<file path="config.mk">
export PLATFORM = sky130hd
export DESIGN_NAME = fsh_unit
export DESIGN_NICKNAME = d
export VERILOG_FILES = /design/src/rtl/fsh_pkg.sv /design/src/rtl/fsh_count_mask.sv /design/src/rtl/fsh_shift_core.sv /design/src/rtl/fsh_flag_gen.sv /design/src/rtl/fsh_unit.sv
export SDC_FILE = /design/constraint.sdc
export NUM_CORES = 1
export LEC_CHECK = 0
export BUFFER_PORTS_ARGS = -buffer_cell sky130_fd_sc_hd__buf_4
export CELL_PAD_IN_SITES_DETAIL_PLACEMENT = 0
export CELL_PAD_IN_SITES_GLOBAL_PLACEMENT = 1
export CORE_MARGIN = 1.5
export CORE_UTILIZATION = 49
export CTS_CLUSTER_SIZE = 8
export DETAILED_ROUTE_END_ITERATION = 10
export MAX_ROUTING_LAYER = met4
export PLACE_DENSITY_LB_ADDON = 0.1
export SLEW_MARGIN = 20
export SYNTH_ARGS = -nofsm -noshare
export SYNTH_HDL_FRONTEND = slang
export SYNTH_SLANG_ARGS = --single-unit
</file>
<file path="constraint.sdc">
create_clock -name clk -period 11.7 [get_ports clk]
set_clock_uncertainty 0.05 [all_clocks]
set_input_delay 0.585 -clock clk [delete_from_list [all_inputs] [get_ports clk]]
set_output_delay 0.585 -clock clk [all_outputs]
set_load 0.05 [all_outputs]
</file>
<file path="src/rtl/fsh_pkg.sv">
// Package: shared types of the funnel shift unit.
// Holds the flag bundle and the shift direction encoding.
package fsh_pkg;

    // Direction encoding as seen on req_dir.
    typedef enum logic {
        FSH_LEFT  = 1'b0,
        FSH_RIGHT = 1'b1
    } fsh_dir_e;

    // Flag bundle produced per operation.
    typedef struct packed {
        logic cf;
        logic of;
        logic sf;
        logic zf;
        logic af;
        logic pf;
    } fsh_flags_t;

endpackage

</file>
<file path="src/rtl/fsh_count_mask.sv">
// Module: fsh_count_mask
// Reduces the raw count input to its effective low bits and flags whether
// the operation does anything. Assumes CIN_W >= CW.
module fsh_count_mask #(
    parameter int CIN_W = 8,
    parameter int CW    = 5
) (
    input  logic [CIN_W-1:0] cnt_raw,
    output logic [CW-1:0]    cnt_eff,
    output logic             cnt_nz
);

    // Keep only the low bits and detect a nonzero effective count.
    always_comb begin
        cnt_eff = cnt_raw[CW-1:0];
        cnt_nz  = |cnt_raw[CW-1:0];
    end

endmodule

</file>
<file path="src/rtl/fsh_shift_core.sv">
// Module: fsh_shift_core
// Combinational double-width shifter with carry and overflow generation.
// Left: {dst,src} shifted left, upper word kept; counts above W OR in dst
// shifted by (cnt-W). Right: {src,dst} shifted right, lower word kept;
// counts above W OR in dst shifted by (2W-cnt).
// Assumes 2**CW <= 2*W and W >= 2. Outputs for cnt == 0 are don't-care.
module fsh_shift_core
    import fsh_pkg::*;
#(
    parameter int W  = 16,
    parameter int CW = 5
) (
    input  fsh_dir_e         dir,
    input  logic [W-1:0]     dst,
    input  logic [W-1:0]     src,
    input  logic [CW-1:0]    cnt,
    output logic [W-1:0]     res,
    output logic             cf,
    output logic             of
);

    localparam int DW = 2 * W;
    localparam int SW = $clog2(DW) + 1;
    localparam logic [SW-1:0] SW_W  = SW'(W);
    localparam logic [SW-1:0] SW_DW = SW'(DW);

    logic [SW-1:0] c;
    logic          over;
    logic [DW-1:0] dst_ext;
    logic [DW-1:0] pair_l, pair_r, shl, shr, cf_l_vec;
    logic [W-1:0]  cf_r_lo, cf_r_hi;
    logic          cf_l, cf_r;
    logic [W-1:0]  res_l, res_r;

    assign c       = SW'(cnt);
    assign over    = (c > SW_W);
    assign dst_ext = {{W{1'b0}}, dst};

    // Left funnel: shift the pair, wrap dst back in for long counts.
    always_comb begin
        pair_l = {dst, src};
        shl    = pair_l << c;
        if (over) begin
            shl = shl | (dst_ext << (c - SW_W));
        end
        res_l    = shl[DW-1:W];
        cf_l_vec = pair_l >> (SW_DW - c);
        cf_l     = cf_l_vec[0];
    end

    // Right funnel: shift the pair, wrap dst back in for long counts.
    always_comb begin
        pair_r = {src, dst};
        shr    = pair_r >> c;
        if (over) begin
            shr = shr | (dst_ext << (SW_DW - c));
        end
        res_r   = shr[W-1:0];
        cf_r_lo = dst >> (c - SW'(1));
        cf_r_hi = src >> (c - SW_W - SW'(1));
        cf_r    = over ? cf_r_hi[0] : cf_r_lo[0];
    end

    // Direction select and overflow rule per direction.
    always_comb begin
        if (dir == FSH_RIGHT) begin
            res = res_r;
            cf  = cf_r;
            of  = res_r[W-1] ^ res_r[W-2];
        end else begin
            res = res_l;
            cf  = cf_l;
            of  = cf_l ^ res_l[W-1];
        end
    end

endmodule

</file>
<file path="src/rtl/fsh_flag_gen.sv">
// Module: fsh_flag_gen
// Result-derived flags: sign, zero and even parity of the low byte.
// Assumes W >= 8.
module fsh_flag_gen #(
    parameter int W  = 16,
    parameter int PB = 8
) (
    input  logic [W-1:0] res,
    output logic         sf,
    output logic         zf,
    output logic         pf
);

    logic [PB-1:0] par_chain;

    // Ripple XOR over the parity byte, one stage per bit.
    generate
        for (genvar i = 0; i < PB; i++) begin : g_par
            if (i == 0) begin : g_first
                assign par_chain[i] = res[i];
            end else begin : g_next
                assign par_chain[i] = par_chain[i-1] ^ res[i];
            end
        end
    endgenerate

    // Sign from top bit, zero from whole word, parity set when even.
    always_comb begin
        sf = res[W-1];
        zf = (res == '0);
        pf = ~par_chain[PB-1];
    end

endmodule

</file>
<file path="src/rtl/fsh_unit.sv">
// Module: fsh_unit (top)
// Double-precision funnel shift unit with one register stage. A request
// presented with req_valid is answered one cycle later on rsp_*. A zero
// effective count returns dst unchanged with flags cleared and no write.
// Assumes the consumer holds its own flag state when rsp_flag_we is low.
module fsh_unit
    import fsh_pkg::*;
#(
    parameter int W     = 16,
    parameter int CIN_W = 8,
    parameter int CW    = 5
) (
    input  logic             clk,
    input  logic             rst_n,
    input  logic             req_valid,
    input  logic             req_dir,
    input  logic [W-1:0]     req_dst,
    input  logic [W-1:0]     req_src,
    input  logic [CIN_W-1:0] req_cnt,
    output logic             rsp_valid,
    output logic [W-1:0]     rsp_result,
    output logic             rsp_flag_we,
    output logic             rsp_cf,
    output logic             rsp_of,
    output logic             rsp_sf,
    output logic             rsp_zf,
    output logic             rsp_af,
    output logic             rsp_pf
);

    logic [CW-1:0] cnt_eff;
    logic          cnt_nz;
    logic [W-1:0]  sh_res;
    logic          sh_cf, sh_of;
    logic          fg_sf, fg_zf, fg_pf;
    logic [W-1:0]  nxt_res;
    fsh_flags_t    nxt_flags, q_flags;
    fsh_dir_e      dir;

    assign dir = fsh_dir_e'(req_dir);

    fsh_count_mask #(.CIN_W(CIN_W), .CW(CW)) u_mask (
        .cnt_raw (req_cnt),
        .cnt_eff (cnt_eff),
        .cnt_nz  (cnt_nz)
    );

    fsh_shift_core #(.W(W), .CW(CW)) u_core (
        .dir (dir),
        .dst (req_dst),
        .src (req_src),
        .cnt (cnt_eff),
        .res (sh_res),
        .cf  (sh_cf),
        .of  (sh_of)
    );

    fsh_flag_gen #(.W(W)) u_flags (
        .res (sh_res),
        .sf  (fg_sf),
        .zf  (fg_zf),
        .pf  (fg_pf)
    );

    // Choose pass-through or shifted result and assemble the flag bundle.
    always_comb begin
        if (cnt_nz) begin
            nxt_res      = sh_res;
            nxt_flags.cf = sh_cf;
            nxt_flags.of = sh_of;
            nxt_flags.sf = fg_sf;
            nxt_flags.zf = fg_zf;
            nxt_flags.af = 1'b0;
            nxt_flags.pf = fg_pf;
        end else begin
            nxt_res   = req_dst;
            nxt_flags = '0;
        end
    end

    // Output register stage with synchronous active-low reset.
    always_ff @(posedge clk) begin
        if (!rst_n) begin
            rsp_valid   <= 1'b0;
            rsp_flag_we <= 1'b0;
            rsp_result  <= '0;
            q_flags     <= '0;
        end else begin
            rsp_valid   <= req_valid;
            rsp_flag_we <= req_valid & cnt_nz;
            if (req_valid) begin
                rsp_result <= nxt_res;
                q_flags    <= nxt_flags;
            end
        end
    end

    assign rsp_cf = q_flags.cf;
    assign rsp_of = q_flags.of;
    assign rsp_sf = q_flags.sf;
    assign rsp_zf = q_flags.zf;
    assign rsp_af = q_flags.af;
    assign rsp_pf = q_flags.pf;

endmodule

</file>
-- Word level (Yosys, flattened, before mapping)
Index checks and enable logic that the tools add are counted.
- bits in registers: 24
- input port bits: 44
- output and inout port bits: 24
- logic and storage cells: 44
- add/sub/neg operators: 4
- magnitude comparators: 1
- shift-type cells: 7
- mux-type cells: 8
- bitwise gates (word level): 13
- reduce and logical (&&, ||, !) cells: 2
- operator list (kind ; count):
    16-bit two-way mux ; 3
    32-bit two-way mux ; 1
    32-bit OR ; 1
    16-bit by 6-bit left shift with 32-bit output ; 1
    32-bit by 5-bit left shift with 32-bit output ; 1
    16-bit by 6-bit right shift with 1-bit output ; 2
    32-bit by 5-bit right shift with 16-bit output ; 1
    32-bit by 6-bit right shift with 1-bit output ; 1
    16-bit logical NOT ; 1
    16-bit OR ; 1
    16-bit by 6-bit left shift with 16-bit output ; 1
    1-bit bitwise XOR ; 9
    6-bit two-way mux ; 1
    5-bit by 1-bit subtractor with 6-bit output (second input constant) ; 1
    5-bit by 5-bit subtractor with 6-bit output (second input constant) ; 1
    6-bit by 1-bit subtractor with 6-bit output (second input constant) ; 1
    6-bit by 5-bit subtractor with 6-bit output (first input constant) ; 1
    5-bit greater-than comparator (second input constant) ; 1
    5-bit OR reduction ; 1
    1-bit two-way mux ; 3
    1-bit AND ; 1
    1-bit NOT ; 1

-- Longest topological paths before layout
- depth after elaboration: 14
- depth in mapped cells: 23
- mapped depth without buffers: 18

-- Cells and area by module
A second synthesis with hierarchy kept.
- cell total of the unflattened synthesis: 701
- area total of the unflattened synthesis: 6199.7 um2
- by module, submodules not included (module ; times used ; cells an instance ; area each (um2) ; sequential area each (um2)):
    fsh_shift_core ; 1 ; 580 ; 5032.3 ; 0.0
    fsh_unit ; 1 ; 100 ; 992.2 ; 460.4
    fsh_flag_gen ; 1 ; 13 ; 125.1 ; 0.0
    fsh_count_mask ; 1 ; 8 ; 50.0 ; 0.0

-- Least setup slack after synthesis
Ideal clock, no wire load.
- kind: input -> register
- from: input port req_cnt[1]
- to: register q_flags (netlist bit rsp_pf)
- library setup time: 0.122 ns
- arrival: 4.267 ns
- required time: 11.528 ns
- path slack: 7.261 ns
- cell stages on the path: 23
- path buffers: 5
- cell sequence: buf_2 inv_2 buf_2 buf_2 buf_2 ha_1 and3_1 inv_1 ha_1 clkbuf_1 nand2b_1 nor2_1 a21oi_1 o2111ai_1 nand2_1 ha_1 inv_1 a211oi_1 a22oi_1 and3_1 o21ai_1 nor2_1 a221o_1
- longest elaborated chain between the ends: 14
- elaborated cells on any way between the ends: 22
- those cells by class: 2 x add/sub; 1 x order compare; 4 x shift; 4 x mux; 10 x bitwise; 1 x reduce/logical
- ends and longest elaborated chain (element ; RTL line ; RTL):
    start: declaration ; fsh_unit.sv:19 ; input logic [CIN_W-1:0] req_cnt,
    6-bit by 5-bit subtractor with 6-bit output or 5-bit by 5-bit subtractor with 6-bit output (tied branches) ; fsh_shift_core.sv:56, fsh_shift_core.sv:44 ;
    16-bit by 6-bit left shift with 16-bit output or 16-bit by 6-bit left shift with 32-bit output (tied branches) ; fsh_shift_core.sv:56, fsh_shift_core.sv:44 ;
    16-bit OR or 32-bit OR (tied branches) ; fsh_shift_core.sv:56, fsh_shift_core.sv:44 ;
    16-bit two-way mux or 32-bit two-way mux (tied branches) ; fsh_shift_core.sv:55, fsh_shift_core.sv:43 ;
    16-bit two-way mux ; fsh_shift_core.sv:66 ; if (dir == FSH_RIGHT) begin
    1-bit bitwise XOR (7 in series) ; fsh_flag_gen.sv:22 ; assign par_chain[i] = par_chain[i-1] ^ res[i];
    1-bit NOT ; fsh_flag_gen.sv:31 ; pf = ~par_chain[PB-1];
    6-bit two-way mux (*) ; fsh_unit.sv:67 ; if (cnt_nz) begin
    end signal: assignment ; fsh_unit.sv:93 ; q_flags <= nxt_flags;
    end: declaration ; fsh_unit.sv:37 ; fsh_flags_t nxt_flags, q_flags;
Every way passes the cells marked *; elsewhere a longest branch is shown, timed or not.
A chain may end at the register's enable or synchronous reset.

-- Worst setup path after layout
- from: input port req_cnt[0]
- to: register q_flags (netlist bit rsp_pf)
The elaborated chain is that of the path after synthesis.

==> run metrics <==
Design Power between 0.5 and 0.6 mW; leakage roughly 2.4 nW; Hold Path Class flip-flop to flip-flop; peak supply drop around 0.000061 V; Finish-stage setup viols 0; Worst-Margin Slew ~1.0 ns; Synth Warn # 0; Seq/Total Area, Yosys 7.77%; Fin. Hold Viols 0; syn nets 814; DR vias between 6000 and 7000; I/O pins 68; post-route cell area roughly 0.0063 mm²; final core occ 54.4%; Crit. End Element flip-flop; HPWL Detailed 17900 µm; fraction of layout cells with a size suffix above 1 between 20% and 30%; CP Max Fanout 39; post-cts gate resize count 0; #FFs+latches synth 23; hold buffer count at CTS 0; FMAX roughly 200 MHz; RePlAce Congestion 0.997; post-route ant nets 0; min Tclk post-route around 5 ns; drc violations 0; top_reg_cell synth dfxtp_1; synth-to-layout area growth 6.48%; post-CTS setup buffers 0; syn_area_per_cell about 7.7 µm²; initial antenna violation count 0; Nets ~800; pre-CTS WS 6.50 ns; Post-DP Area between 0.006 and 0.007 mm²; unrepaired setup endpoints after global routing no; CTS tree done; ANT cells 0; Hold WS about 0.42 ns; Worst EP required ~12 ns; vias per cell around 7.4; Crit path arrival time around 5.2 ns; Placed Instances 894; status finished, final reports clean; Reg clk slew, reported paths ~0.06 ns; vias in the first global route slightly above 6000; Post-Route WL approximately 25000 µm; relative slew slack 33.1%; Die Span X approximately 110 µm; Final TNS setup 0 ns; GRT Total Usage between 40% and 50%; first-pass GRT wire length between 30000 and 40000 µm; PnR worst setup slack between 6 and 7 ns; Final Max Tran Viols 0; Synth Cell Area around 0.0059 mm²; Clock Sink Count 23; CP Launch Type primary input; WL/cell approximately 28 µm; Tcrit/Tclk final between 40% and 50%; Worst-Skew Late Latency between 0.2 and 0.3 ns; Setup Crit Path Kind primary input to flip-flop; TritonCTS buffer count 3; Root Buffer clkbuf_16; Post-Synthesis Cells 766; Core ar. 0.0116 mm²; IO Port Bufs 63; initial cell density of the core between 50 and 60%; H-tree levels 1; Die ar. 0.0128 mm²; Synth cell types 68; PD cells ~82 mW/mm²; largest net degree at the start of global routing between 50 and 60; total grt overflow 0; share of flip-flops with an asynchronous set or reset 0%; drt pass-1 iters 5; Cell Rows 39; Iter 0 DRT Violations 1028; clk buf depth 2; # Max-Cap Violations 0; Die H roughly 110 µm; number of flops mapped to enable cells by yosys 0; final std cells w/o fill 898
==> layout make-up <==
type	instances	area [µm²]
fill	1127	5300
multi-input combinational	640	4980
timing repair buffer	74	556
sequential	23	460
tap	143	179
clock buffer	3	75.1
inverter	14	52.6
clock inverter	1	5.00
==> cell families after synthesis <==
kind of cell    count (synthesis)  share of synthesized area (%)
compound gates                236                           27.6
xor+xnor                        7                           1.27
fa+ha+maj                       4                          0.844
buf+inv                       103                           8.15
flops                          23                           7.77
mux                           147                           35.5
other cells                     1                         0.0633
simple gates                  245                           18.8
==> routing by layer <==
metal | vias up | GRT usage, % | routed length, µm
met3 | 102 | 8.52 | 2990
met5 | - | - | 0
met2 | 499 | 59.6 | 10800
met1 | 3127 | 55.3 | 10400
li1 | 2940 | - | -
met4 | 0 | 15.8 | 1230
==> cells in the mapped netlist, drive strengths merged, types with 22 or more instances <==
master	count	share of area (%)
o21ai	34	2.9
clkbuf	44	2.8
a21oi	50	4.2
mux2	38	7.2
mux2i	62	10
nand2	92	5.8
buf	45	4.5
a211oi	22	2.8
mux4	47	18
dfxtp	23	7.8
nor2	71	4.5
==> sequential cells by signal, summed over array words and instances, names as in the netlist <==
signal       count
rsp_cf           1
rsp_of           1
rsp_sf           1
rsp_result      16
rsp_zf           1
rsp_valid        1
rsp_flag_we      1
rsp_pf           1
==> placed cells by master, fill, tap and decap left out, types with 7 or more instances in the layout <==
cell / count
a211o_1: 7
a211oi_1: 22
a21oi_1: 50
a22oi_1: 8
a31oi_1: 11
and2_1: 7
buf_4: 74
dfxtp_1: 23
inv_1: 10
mux2_2: 38
mux2i_1: 62
mux4_2: 47
nand2_1: 92
nand2b_1: 9
nand3_1: 20
nor2_1: 71
nor3_1: 10
o2111ai_1: 7
o211ai_1: 20
o21ai_0: 33
o221ai_1: 7
o22ai_1: 13
==> where the power goes <==
part           internal (mW)  switching [mW]
Sequential            0.0859         0.00361
Combinational          0.133           0.219
Clock                 0.0460          0.0280
Total                  0.265           0.250
==> final timing paths <==
| kind | from | to | slack [ns] | cells past startpoint |
|---|---|---|---|---|
| worst min-delay path | rsp_cf$_SDFFE_PN0P_ | rsp_cf$_SDFFE_PN0P_ | 0.42 | 2 |
| worst max-delay path | req_cnt[0] | rsp_pf$_SDFFE_PN0P_ | 6.63 | 18 |
| worst max register to register | rsp_pf$_SDFFE_PN0P_ | rsp_pf$_SDFFE_PN0P_ | 10.93 | 1 |
| worst min register to register | rsp_cf$_SDFFE_PN0P_ | rsp_cf$_SDFFE_PN0P_ | 0.42 | 2 |
==> critical path: stages <==
cell	delay [ns]
buf_4	0.46
inv_1	0.42
ha_1	0.38
and3_1	0.24
inv_1	0.08
ha_1	0.45
nand2b_1	0.21
nor2_1	0.46
nand2_1	0.14
a32o_1	0.35
ha_1	0.34
inv_1	0.05
a211oi_1	0.19
a22oi_1	0.12
and3_1	0.25
o21ai_1	0.11
nor2_1	0.05
a221o_1	0.25
Power figures use the tool's default switching activity.
